--- src/rtl/cs_pkg.sv ---
package cs_pkg;
  // Flag slots inside the sticky status vector.
  localparam int FLG_DONE  = 0;
  localparam int FLG_BSEEN = 1;
  localparam int FLG_PERR  = 2;
  localparam int NUM_FLAGS = 3;

  typedef logic [NUM_FLAGS-1:0] flag_vec_t;
endpackage

--- src/rtl/cs_bit_pointer.sv ---
module cs_bit_pointer #(
  parameter int PAGE_BITS = 192,
  parameter int PTR_W     = $clog2(PAGE_BITS)
) (
  input  logic             clk,
  input  logic             rst_n,
  input  logic             rx_en,
  input  logic             frame_valid,
  input  logic             blk_start,
  output logic             wr_en,
  output logic [PTR_W-1:0] wr_idx,
  output logic             page_done
);
  localparam logic [PTR_W-1:0] LAST = PTR_W'(PAGE_BITS - 1);

  logic             rx_en_q;
  logic [PTR_W-1:0] ptr_q, ptr_n, base;
  logic             rx_rise, capture;

  assign rx_rise = rx_en & ~rx_en_q;
  assign capture = rx_en & frame_valid;

  // Position used by this cycle's frame: block start or fresh enable forces 0.
  always_comb begin
    if (rx_rise || blk_start) base = '0;
    else                      base = ptr_q;
  end

  always_comb begin
    ptr_n = ptr_q;
    if (capture) begin
      if (base == LAST) ptr_n = '0;
      else              ptr_n = base + PTR_W'(1);
    end else if (rx_rise) begin
      ptr_n = '0;
    end
  end

  always_ff @(posedge clk or negedge rst_n) begin
    if (!rst_n) begin
      rx_en_q <= 1'b0;
      ptr_q   <= '0;
    end else begin
      rx_en_q <= rx_en;
      ptr_q   <= ptr_n;
    end
  end

  assign wr_en     = capture;
  assign wr_idx    = base;
  assign page_done = capture && (base == LAST);

  AST_PTR_IN_RANGE: assert property (@(posedge clk) disable iff (!rst_n)
    ptr_q <= LAST);
  AST_BSTART_RESYNC: assert property (@(posedge clk) disable iff (!rst_n)
    (rx_en && frame_valid && blk_start) |=> (ptr_q == PTR_W'(1)));
  AST_RISE_RESTART: assert property (@(posedge clk) disable iff (!rst_n)
    (rx_en && !rx_en_q && !frame_valid) |=> (ptr_q == '0));
  AST_IDLE_HOLD: assert property (@(posedge clk) disable iff (!rst_n)
    !rx_en |=> $stable(ptr_q));
endmodule

--- src/rtl/cs_page_store.sv ---
module cs_page_store #(
  parameter int WORD_W    = 32,
  parameter int NUM_WORDS = 6,
  parameter int PTR_W     = $clog2(WORD_W * NUM_WORDS),
  parameter int SEL_W     = $clog2(NUM_WORDS)
) (
  input  logic              clk,
  input  logic              rst_n,
  input  logic              wr_en,
  input  logic [PTR_W-1:0]  wr_idx,
  input  logic              wr_data,
  input  logic [SEL_W-1:0]  rd_sel,
  output logic [WORD_W-1:0] rd_word
);
  localparam int BIT_W = $clog2(WORD_W);

  logic [NUM_WORDS-1:0][WORD_W-1:0] page_q;
  logic [SEL_W-1:0]                 wr_word;
  logic [BIT_W-1:0]                 wr_bit;

  assign wr_word = SEL_W'(wr_idx / PTR_W'(WORD_W));
  assign wr_bit  = BIT_W'(wr_idx % PTR_W'(WORD_W));

  for (genvar w = 0; w < NUM_WORDS; w++) begin : g_word
    logic [WORD_W-1:0] word_n;
    logic              word_we;

    assign word_we = wr_en && (wr_word == SEL_W'(w));

    always_comb begin
      word_n = page_q[w];
      if (word_we) word_n[wr_bit] = wr_data;
    end

    always_ff @(posedge clk or negedge rst_n) begin
      if (!rst_n)       page_q[w] <= '0;
      else if (word_we) page_q[w] <= word_n;
    end
  end

  always_comb begin
    if (rd_sel < SEL_W'(NUM_WORDS)) rd_word = page_q[rd_sel];
    else                            rd_word = '0;
  end

  AST_ONE_BIT_PER_FRAME: assert property (@(posedge clk) disable iff (!rst_n)
    1'b1 |=> ($countones(page_q ^ $past(page_q)) <= 1));
  AST_NO_WRITE_HOLDS: assert property (@(posedge clk) disable iff (!rst_n)
    !wr_en |=> $stable(page_q));
endmodule

--- src/rtl/cs_status_flags.sv ---
module cs_status_flags
  import cs_pkg::*;
(
  input  logic      clk,
  input  logic      rst_n,
  input  flag_vec_t set_i,
  input  flag_vec_t clr_i,
  input  flag_vec_t en_i,
  output flag_vec_t flag_o,
  output logic      irq_o
);
  flag_vec_t flag_q, flag_n;

  for (genvar i = 0; i < NUM_FLAGS; i++) begin : g_flag
    // Hardware set is applied after the clear, so it wins a collision.
    always_comb begin
      flag_n[i] = flag_q[i];
      if (clr_i[i]) flag_n[i] = 1'b0;
      if (set_i[i]) flag_n[i] = 1'b1;
    end

    always_ff @(posedge clk or negedge rst_n) begin
      if (!rst_n) flag_q[i] <= 1'b0;
      else        flag_q[i] <= flag_n[i];
    end

    AST_SET_WINS: assert property (@(posedge clk) disable iff (!rst_n)
      set_i[i] |=> flag_q[i]);
    AST_CLEAR_TAKES: assert property (@(posedge clk) disable iff (!rst_n)
      (clr_i[i] && !set_i[i]) |=> !flag_q[i]);
    AST_STICKY: assert property (@(posedge clk) disable iff (!rst_n)
      (flag_q[i] && !clr_i[i]) |=> flag_q[i]);
  end

  assign flag_o = flag_q;
  assign irq_o  = |(flag_q & en_i);
endmodule

--- src/rtl/cs_rx_capture.sv ---
module cs_rx_capture
  import cs_pkg::*;
#(
  parameter int WORD_W    = 32,
  parameter int NUM_WORDS = 6
) (
  input  logic              clk,
  input  logic              rst_n,
  input  logic              rx_enable,
  input  logic              frame_valid,
  input  logic              frame_cs,
  input  logic              frame_bstart,
  input  logic              preamble_err,
  input  logic              clr_page_done,
  input  logic              clr_bstart_seen,
  input  logic              clr_bad_preamble,
  input  logic              ie_page_done,
  input  logic              ie_bstart_seen,
  input  logic              ie_bad_preamble,
  input  logic [2:0]        rd_sel,
  output logic [WORD_W-1:0] rd_word,
  output logic              flag_page_done,
  output logic              flag_bstart_seen,
  output logic              flag_bad_preamble,
  output logic              irq
);
  localparam int PAGE_BITS = WORD_W * NUM_WORDS;
  localparam int PTR_W     = $clog2(PAGE_BITS);
  localparam int SEL_W     = 3;

  logic             wr_en, page_done;
  logic [PTR_W-1:0] wr_idx;
  flag_vec_t        set_v, clr_v, en_v, flag_v;

  cs_bit_pointer #(.PAGE_BITS(PAGE_BITS), .PTR_W(PTR_W)) u_ptr (
    .clk(clk), .rst_n(rst_n), .rx_en(rx_enable), .frame_valid(frame_valid),
    .blk_start(frame_bstart), .wr_en(wr_en), .wr_idx(wr_idx),
    .page_done(page_done)
  );

  cs_page_store #(.WORD_W(WORD_W), .NUM_WORDS(NUM_WORDS), .PTR_W(PTR_W),
                  .SEL_W(SEL_W)) u_store (
    .clk(clk), .rst_n(rst_n), .wr_en(wr_en), .wr_idx(wr_idx),
    .wr_data(frame_cs), .rd_sel(rd_sel), .rd_word(rd_word)
  );

  always_comb begin
    set_v[FLG_DONE]  = page_done;
    set_v[FLG_BSEEN] = rx_enable & frame_valid & frame_bstart;
    set_v[FLG_PERR]  = rx_enable & preamble_err;
    clr_v = {clr_bad_preamble, clr_bstart_seen, clr_page_done};
    en_v  = {ie_bad_preamble, ie_bstart_seen, ie_page_done};
  end

  cs_status_flags u_flags (
    .clk(clk), .rst_n(rst_n), .set_i(set_v), .clr_i(clr_v), .en_i(en_v),
    .flag_o(flag_v), .irq_o(irq)
  );

  assign flag_page_done    = flag_v[FLG_DONE];
  assign flag_bstart_seen  = flag_v[FLG_BSEEN];
  assign flag_bad_preamble = flag_v[FLG_PERR];

  AST_IRQ_MASKED: assert property (@(posedge clk) disable iff (!rst_n)
    (!ie_page_done && !ie_bstart_seen && !ie_bad_preamble) |-> !irq);
  AST_DISABLED_NO_FLAG: assert property (@(posedge clk) disable iff (!rst_n)
    (!rx_enable && !flag_bad_preamble) |=> !flag_bad_preamble);
  AST_DONE_ONLY_AT_END: assert property (@(posedge clk) disable iff (!rst_n)
    (!flag_page_done && !page_done) |=> !flag_page_done);
endmodule

--- config.mk ---
export PLATFORM = sky130hd
export DESIGN_NAME = cs_rx_capture
export DESIGN_NICKNAME = d
export VERILOG_FILES = /design/src/rtl/cs_pkg.sv /design/src/rtl/cs_bit_pointer.sv /design/src/rtl/cs_page_store.sv /design/src/rtl/cs_status_flags.sv /design/src/rtl/cs_rx_capture.sv
export SDC_FILE = /design/constraint.sdc
export NUM_CORES = 1
export LEC_CHECK = 0
export BUFFER_PORTS_ARGS = -buffer_cell sky130_fd_sc_hd__buf_4
export CAP_MARGIN = 0
export CORE_MARGIN = 2
export CORE_UTILIZATION = 45
export CTS_CLUSTER_DIAMETER = 50
export DETAILED_ROUTE_END_ITERATION = 10
export GPL_ROUTABILITY_DRIVEN = 0
export SLEW_MARGIN = 20
export SYNTH_ARGS = -nofsm -noshare
export SYNTH_HDL_FRONTEND = slang
export SYNTH_SLANG_ARGS = --single-unit
--- constraint.sdc ---
create_clock -name clk -period 4.7 [get_ports clk]
set_clock_uncertainty 0.1 [all_clocks]
set_input_delay 0.705 -clock clk [delete_from_list [all_inputs] [get_ports clk]]
set_output_delay 0.705 -clock clk [all_outputs]
set_load 0.1 [all_outputs]
* Yosys cells after proc, flatten, opt, wreduce, memory -nomap -nowiden *
Cells that the tools add are included.

operators by class
  add/sub/neg operators = 1
  magnitude comparators = 4
  eq/ne operators = 6
  mux-type cells = 21
  bitwise operators = 6
  reduce and logical (&&, ||, !) cells = 15

operators by type and width
  cell                                                                number
  bitwise mux 32 bit                                                  6
  binary-select mux 32 bit (select 3 bit)                             1
  2-to-1 mux 32 bit                                                   2
  2-to-1 mux 8 bit                                                    4
  adder 8 x 1 -> 8 bit (second input constant)                        1
  == test 8 bit (second input constant)                               1
  logical AND 1 bit                                                   8
  nonzero test 2 bit                                                  4
  2-to-1 mux 1 bit                                                    7
  == test 3 x 2 -> 1 bit (second input constant)                      2
  == test 3 bit (second input constant)                               2
  less-than comparator 5 x 6 -> 1 bit (second input constant)         1
  demux 1 bit (select 5 bit)                                          1
  greater-or-equal comparator 5 x 1 -> 1 bit (second input constant)  1
  AND 1 bit                                                           4
  less-than comparator 3 x 4 -> 1 bit (second input constant)         1
  AND 3 bit                                                           1
  == test 3 x 1 -> 1 bit (second input constant)                      1
  zero test 3 bit                                                     1
  less-than comparator 3 bit (second input constant)                  1
  OR reduction 3 bit                                                  1
  logical OR 1 bit                                                    1
  NOT 1 bit                                                           1

storage, ports and cells
  register bits = 204
  input port bits = 16
  word-level logic and storage cells = 64

* Longest topological paths before layout *
Gate-level depths: netlist of the first run.

  depth in word-level cells = 9
  gate-level depth with buffers = 13
  mapped depth without buffers = 9

* Modules after synthesis *
A second synthesis of the first run with hierarchy kept.

second synthesis, totals
  cell total of the unflattened synthesis = 913
  area total of the unflattened synthesis = 10826.6 um^2

by module, submodules not included
  module           instances  cells an instance  area an instance (um^2)
  cs_page_store    1          838                10119.7
  cs_bit_pointer   1          62                 570.5
  cs_status_flags  1          11                 123.9
  cs_rx_capture    1          2                  12.5

* Worst setup path before layout of the first run *
Ideal clock, no wire load.

  kind = input to output
  from = input rd_sel[0]
  to = output rd_word[10]
  data arrival time = 3.355 ns
  setup slack = 0.540 ns
  stages on the path = 5
  buffers on the path = 3
  cell sequence = buf_2 -> buf_2 -> buf_1 -> mux2i_1 -> o22ai_1

between the ends
  longest elaborated chain between the ends = 3

RTL lines
  item                                     line                 text
  start, declared                          cs_rx_capture.sv:20  input logic [2:0] rd_sel,
  binary-select mux 32 bit (select 3 bit)  cs_page_store.sv:42  if (rd_sel < SEL_W'(NUM_WORDS)) rd_word = page_q[rd_sel];
  2-to-1 mux 32 bit (implied by the code)  cs_page_store.sv:42
  2-to-1 mux 32 bit (*)                    cs_page_store.sv:42
  end, declared                            cs_rx_capture.sv:21  output logic [WORD_W-1:0] rd_word,

Every way passes the cells marked *; elsewhere a longest branch is shown, timed or not. The select of a mux whose other input is x is not followed.

* Worst setup path in the final report of the first run *
  from = register u_ptr.rx_en_q
  to = register u_store.page_q[181] in the netlist's numbering

between the ends
  longest elaborated chain between the ends = 9

RTL lines
  item                                                                                                                     line                  text
  start, declared                                                                                                          cs_bit_pointer.sv:16  logic rx_en_q;
  start signal, assigned                                                                                                   cs_bit_pointer.sv:44  rx_en_q <= rx_en;
  NOT 1 bit (*)                                                                                                            cs_bit_pointer.sv:20  assign rx_rise = rx_en & ~rx_en_q;
  AND 1 bit (*)                                                                                                            cs_bit_pointer.sv:20
  logical OR 1 bit (*)                                                                                                     cs_bit_pointer.sv:25  if (rx_rise || blk_start) base = '0;
  2-to-1 mux 8 bit (*)                                                                                                     cs_bit_pointer.sv:25
  less-than comparator 5 x 6 -> 1 bit (implied by the code) or greater-or-equal comparator 5 x 1 -> 1 bit (tied branches)  cs_page_store.sv:32   if (word_we) word_n[wr_bit] = wr_data;
  logical AND 1 bit (implied by the code)                                                                                  cs_page_store.sv:32
  2-to-1 mux 1 bit (implied by the code)                                                                                   cs_page_store.sv:32
  demux 1 bit (select 5 bit)                                                                                               --
  bitwise mux 32 bit                                                                                                       cs_page_store.sv:32
  end signal, assigned by index                                                                                            cs_page_store.sv:37   else if (word_we) page_q[w] <= word_n;
  end, declared                                                                                                            cs_page_store.sv:17   logic [NUM_WORDS-1:0][WORD_W-1:0] page_q;

Every way passes the cells marked *; elsewhere a longest branch is shown, timed or not.
A chain may end at the register's enable or synchronous reset.

==> results of run 1 <==
## cell families after synthesis
| group | synth area share |
|---|---|
| buffers and inverters | 0.0455 |
| AND/OR/NAND/NOR | 0.125 |
| adder cells (fa/ha/maj) | 0.00473 |
| AO/OA/AOI/OAI | 0.0387 |
| XOR/XNOR | 0.000828 |
| multiplexers | 0.303 |
| flip-flops | 0.483 |
## per-layer routing
metal | vias up | routed length, microns
met5 | - | 0
met4 | 0 | 471
met3 | 37 | 712
met2 | 115 | 11500
met1 | 3642 | 11800
li1 | 3241 | -
## cell usage after synthesis (9+ instances only)
master | count | area, sq um
inv_1 | 39 | 146
mux4_2 | 32 | 721
o22ai_1 | 33 | 206
nand4_1 | 14 | 87.6
mux2_2 | 166 | 1870
dfrtp_1 | 204 | 5100
mux2i_1 | 32 | 320
nand2_1 | 56 | 210
buf_2 | 16 | 80.1
nor2_1 | 138 | 518
nor2_2 | 16 | 100
clkbuf_1 | 54 | 203
nand4b_1 | 9 | 78.8
mux2_1 | 26 | 293
## sequential cells by signal, indices dropped and copies added (netlist names)
register	flops
u_flags.flag_o	3
u_ptr.ptr_q	8
u_store.page_q	192
u_ptr.rx_en_q	1
## where the power goes
part | switching, mW | internal, mW
sequential | 0.00834 | 1.77
clock | 0.741 | 1.20
combinational | 0.169 | 0.0618
## metrics by stage
stage | setup slack (ps) | power, mW | hold slack [ps] | util | instances
after floorplan | 540 | 1.94 | 309 | - | 915
after global placement | 1120 | 2.04 | 365 | 0.481 | 1220
after detailed placement | 957 | 2.04 | 374 | 0.481 | 1220
after CTS | 1360 | 4.00 | 182 | 0.517 | 1264
after global routing | 1160 | 4.08 | 213 | 0.517 | 1264
final | 1460 | 3.95 | 158 | 0.517 | 1264
## worst max-delay path, delay by kind of cell (launching register included)
family,cells,cell delay (ps)
muxes,1,320
DFF,1,430
and+or+nand+nor,5,1920
adders and majority gates,1,360
## path summary, 6_finish.rpt
path / to / startpoint
max: u_store.page_q[181] / u_ptr.rx_en_q
min in group clk: u_flags.flag_o[2] / clr_bad_preamble
min reg2reg: u_store.page_q[50] / u_store.page_q[50]
min: u_store.page_q[35] / rst_n
max in group asynchronous: u_store.page_q[78] / rst_n
max reg2reg: u_store.page_q[181] / u_ptr.rx_en_q
## cell type report
| class | instances | area [sq um] |
|---|---|---|
| Fill cell | 2068 | 11200 |
| Sequential cell | 204 | 5100 |
| Multi-Input combinational cell | 594 | 5010 |
| Clock buffer | 36 | 737 |
| Timing Repair Buffer | 64 | 524 |
| Tap cell | 319 | 399 |
| Inverter | 39 | 146 |
| Clock inverter | 8 | 106 |
==> results.cfg, run 1 <==
[logic_synthesis]
syn-instance-count = 915
seq_area_frac_synth = 0.483
synth_seq_cells = 204
synthArstFlopShare = 1.00
ys_warn_count = 0
post_synth_num_cell_types = 50
syn_avg_cell_area_sq_um = 11.6
synth_ff_type = dfrtp_1
syn_area_sq_mm = 0.0106
synth_nets = 935
synth_edf_count = 0

[global_routing]
use_met3 = 0.0251
grtUsageMet2 = 0.330
grt_pass1_vias = 7176
grt_antenna_before_repair = 0
grt-ovfl-total = 0
grt_max_degree = 193
grt_use_total = 0.204
grt_pass1_wl_microns = 39600
gr-usage-met1 = 0.293
grt.busiest_layer = met2

[detailed_routing]
route.detailed.drc = 0
vias = 7035
first_pass_iters = 5
drt_iter0_drc = 447
post_drt_wl_per_cell_microns = 19.4
wirelength_microns = 24500
vias_per_cell = 5.57
ant_nets = 0

[die]
dieArea_sq_mm = 0.0247
core_area_sq_mm = 0.0233
rows = 56
die_y_microns = 157
die_x_microns = 157
ios = 52
start_util = 0.455

[critical_path]
critPathCaptureType = register
critical_path.max_fanout = 14
crit_path_frequent_cell = nand2_1
slowest_delay_ps = 820
cp-start-kind = register
path_cells = and2b_1 -> nor2_1 -> nand2_1 -> ha_1 -> nor4b_1 -> nand2_1 -> mux2_2
regToRegSetupSlack_ps = 1460
cp_slowest_cell = nor4b_1
r2r_cells = 7
worst_ep_arrival_time_ps = 3520
path_class = register to register
required_ps = 4990

[timing]
finalSetupViolations = 0
tns_ps = 0
drv_slew = 0
slew_headroom = 0.296
min_period_over_period = 0.688
tightestPinTransition_ps = 1050
hold_viol = 0
rsz0062_at_grt = no
fmax_mhz = 309
timing.final.crit_period_ps = 3240

[layout]
layout_common_cells = dfrtp_1, mux2_2, nor2_1
stdcell_area_sq_mm = 0.0120
final_common_cell = dfrtp_1
drive_gt1_frac = 0.349
diodes = 0
areaGrowthSynthToFinish_pct = 13.7
fin_nets = 948

[cts]
post_cts.repair.setup_buffers = 0
numCtsBuffers = 25
ctsHoldBuffers = 0
clkLatencyLatePin_ps = 510
cts.clk_slew.worst_paths_ps = 60
cts_sinks = 204
clockBufferDepth = 3
cts_tree = yes
htree_levels = 1
cts-resized-gates = 0
cts_root_buf = clkbuf_16

[hold_path]
min_path_type = input pin to asynchronous set/reset pin

[run_status]
run_status = complete, no violations

[placement]
place_hpwl_microns = 14100
place_area_sq_mm = 0.0112
port_buffers = 51

[pwr]
irDropWorstVdd_mv = 0.241
leakage_nw = 5.44
p_per_area_mw_per_mm2 = 328

[job]
max-cap-violations = 0
Note: power is estimated with default switching activity, not from simulation.
==> inputs of run 2 (changes only) <==
==> constraint.sdc (replaced) <==
create_clock -name clk -period 3.3 [get_ports clk]
set_clock_uncertainty 0.1 [all_clocks]
set_input_delay 0.495 -clock clk [delete_from_list [all_inputs] [get_ports clk]]
set_output_delay 0.495 -clock clk [all_outputs]
set_load 0.1 [all_outputs]
==> run 2 against run 1 <==
Effect of this change:
- wire length up 5.7%
- flip-flop and latch count stayed put
- clock power up 74%
- largest power group unchanged
- total power rose by 59%
- non-clock buffer count rose by 26
- register-to-register slack got worse by 930 ps
- sequential power increased by 42%
==> results.cfg, run 2 (synthesized netlist as in run 1, its figures left out) <==
[placement]
dpl_worst_slack_ps = 371
place_area_sq_mm = 0.0116
place_hpwl_microns = 15300
port_buffers = 51
dp_cells = 1245

[pwr]
p_sw_frac = 0.229
internal_power_mw = 4.83
power_frac_seq = 0.404
irDropWorstVdd_mv = 0.499
power_switching_mw = 1.43
p_per_area_mw_per_mm2 = 496
pwr-share-clk = 0.539
combPwrFrac = 0.058
leakage_nw = 5.72

[layout]
final_common_cell = dfrtp_1
areaGrowthSynthToFinish_pct = 19.6
n_fill_cell = 2064
regArea_sq_mm = 0.00510
fin_nets = 977
stdcell_area_sq_mm = 0.0126
regMostFlops = u_store.page_q
layout_common_cells = dfrtp_1, mux2_2, nor2_1
diodes = 0
layout.cells.non_filler = 1298
multi_input_area_sq_mm = 0.00519
drive_gt1_frac = 0.402
largest_register_ffs = 192

[cts]
cts_sinks = 204
cts_root_buf = clkbuf_16
clockBufferDepth = 3
cts_tree = yes
cts-resized-gates = 0
numCtsBuffers = 28
cts.clk_slew.worst_paths_ps = 60
htree_levels = 1
ctsHoldBuffers = 1
post_cts.repair.setup_buffers = 0
clkLatencyLatePin_ps = 520

[die]
die_x_microns = 157
core_area_sq_mm = 0.0233
rows = 56
ios = 52
start_util = 0.455
dieArea_sq_mm = 0.0247
die_y_microns = 157

[timing]
hold_viol = 0
timing.final.crit_period_ps = 2760
finalSetupViolations = 0
drv_slew = 0
fmax_mhz = 362
min_period_over_period = 0.837
slew_headroom = 0.431
rsz0062_at_grt = no
tns_ps = 0
worst_slack_ps = 539
tightestPinTransition_ps = 847

[global_routing]
grt_use_total = 0.218
grt_max_degree = 89
grt_antenna_before_repair = 0
grt_pass1_vias = 7489
grt-ovfl-total = 0
grt_pass1_wl_microns = 42200

[run_status]
run_status = complete, no violations

[critical_path]
critical_path.startpoint = u_ptr.rx_en_q
reg2reg_to = u_store.page_q[133]
r2r_cells = 8
crit_path_end = u_store.page_q[133]
required_ps = 3610
critical_path.max_fanout = 8
regToRegSetupSlack_ps = 540
path_class = register to register
critPathCaptureType = register
rr_startpoint = u_ptr.rx_en_q
worst_ep_arrival_time_ps = 3070
cp-start-kind = register

[detailed_routing]
drt_iter0_drc = 491
first_pass_iters = 4
vias_per_cell = 5.50
post_drt_wl_per_cell_microns = 19.9
ant_nets = 0
route.detailed.drc = 0
wirelength_microns = 25900
vias = 7142

[job]
max-cap-violations = 0

[hold_path]
min_path_type = input pin to register
run 2: metrics by stage:
stage                     hold slack [ps]  total power, mW  utilization
after floorplan                      99.4             2.78            -
after global placement                367             2.94        0.498
after detailed placement              375             2.94        0.498
after CTS                            27.0             6.32        0.544
after global routing                 28.8             6.46        0.544
final                                42.8             6.27        0.544
run 2: power groups by stage:
stage | Clock (mW) | Sequential, mW | Combinational [mW]
floorplan | 0 | 2.59 | 0.192
global placement | 0 | 2.58 | 0.367
detailed placement | 0 | 2.58 | 0.366
CTS | 3.43 | 2.53 | 0.367
global route | 3.53 | 2.53 | 0.391
finish | 3.38 | 2.53 | 0.361
run 2: worst min path at each step:
| stage | from | end | slack, ps | depth (start not counted) |
|---|---|---|---|---|
| 3_5_place_dp | u_store.page_q[36] | u_store.page_q[36] | 370 | 1 |
| 3_3_place_gp | u_store.page_q[58] | u_store.page_q[58] | 370 | 1 |
| 2_1_floorplan | rst_n | u_flags.flag_o[0] | 100 | 0 |
| 4_1_cts | clr_page_done | u_flags.flag_o[0] | 30 | 2 |
| 5_1_grt | clr_page_done | u_flags.flag_o[0] | 30 | 2 |
| 6_report | clr_page_done | u_flags.flag_o[0] | 40 | 2 |
run 2: critical path: stages (launching register included):
cell      delay (ps)
dfrtp_1          420
and2b_1          210
nor2_1           200
nand2_1          140
inv_1            100
ha_1             440
nand4b_1         410
nor2_1           260
mux2_2           350
run 2: layer usage:
| metal | routed length, microns | track usage |
|---|---|---|
| met1 | 11800 | 0.310 |
| met2 | 12300 | 0.360 |
| met3 | 1320 | 0.0259 |
| met4 | 440 | 0.0524 |
| met5 | 0 | 0 |
run 2: cell type report:
cell class,count,area share
timing repair buffer,90,0.0591
multi-input combinational,594,0.410
clock inverter,15,0.0193
inverter,39,0.0116
clock buffer,37,0.0645
tap,319,0.0316
sequential,204,0.404
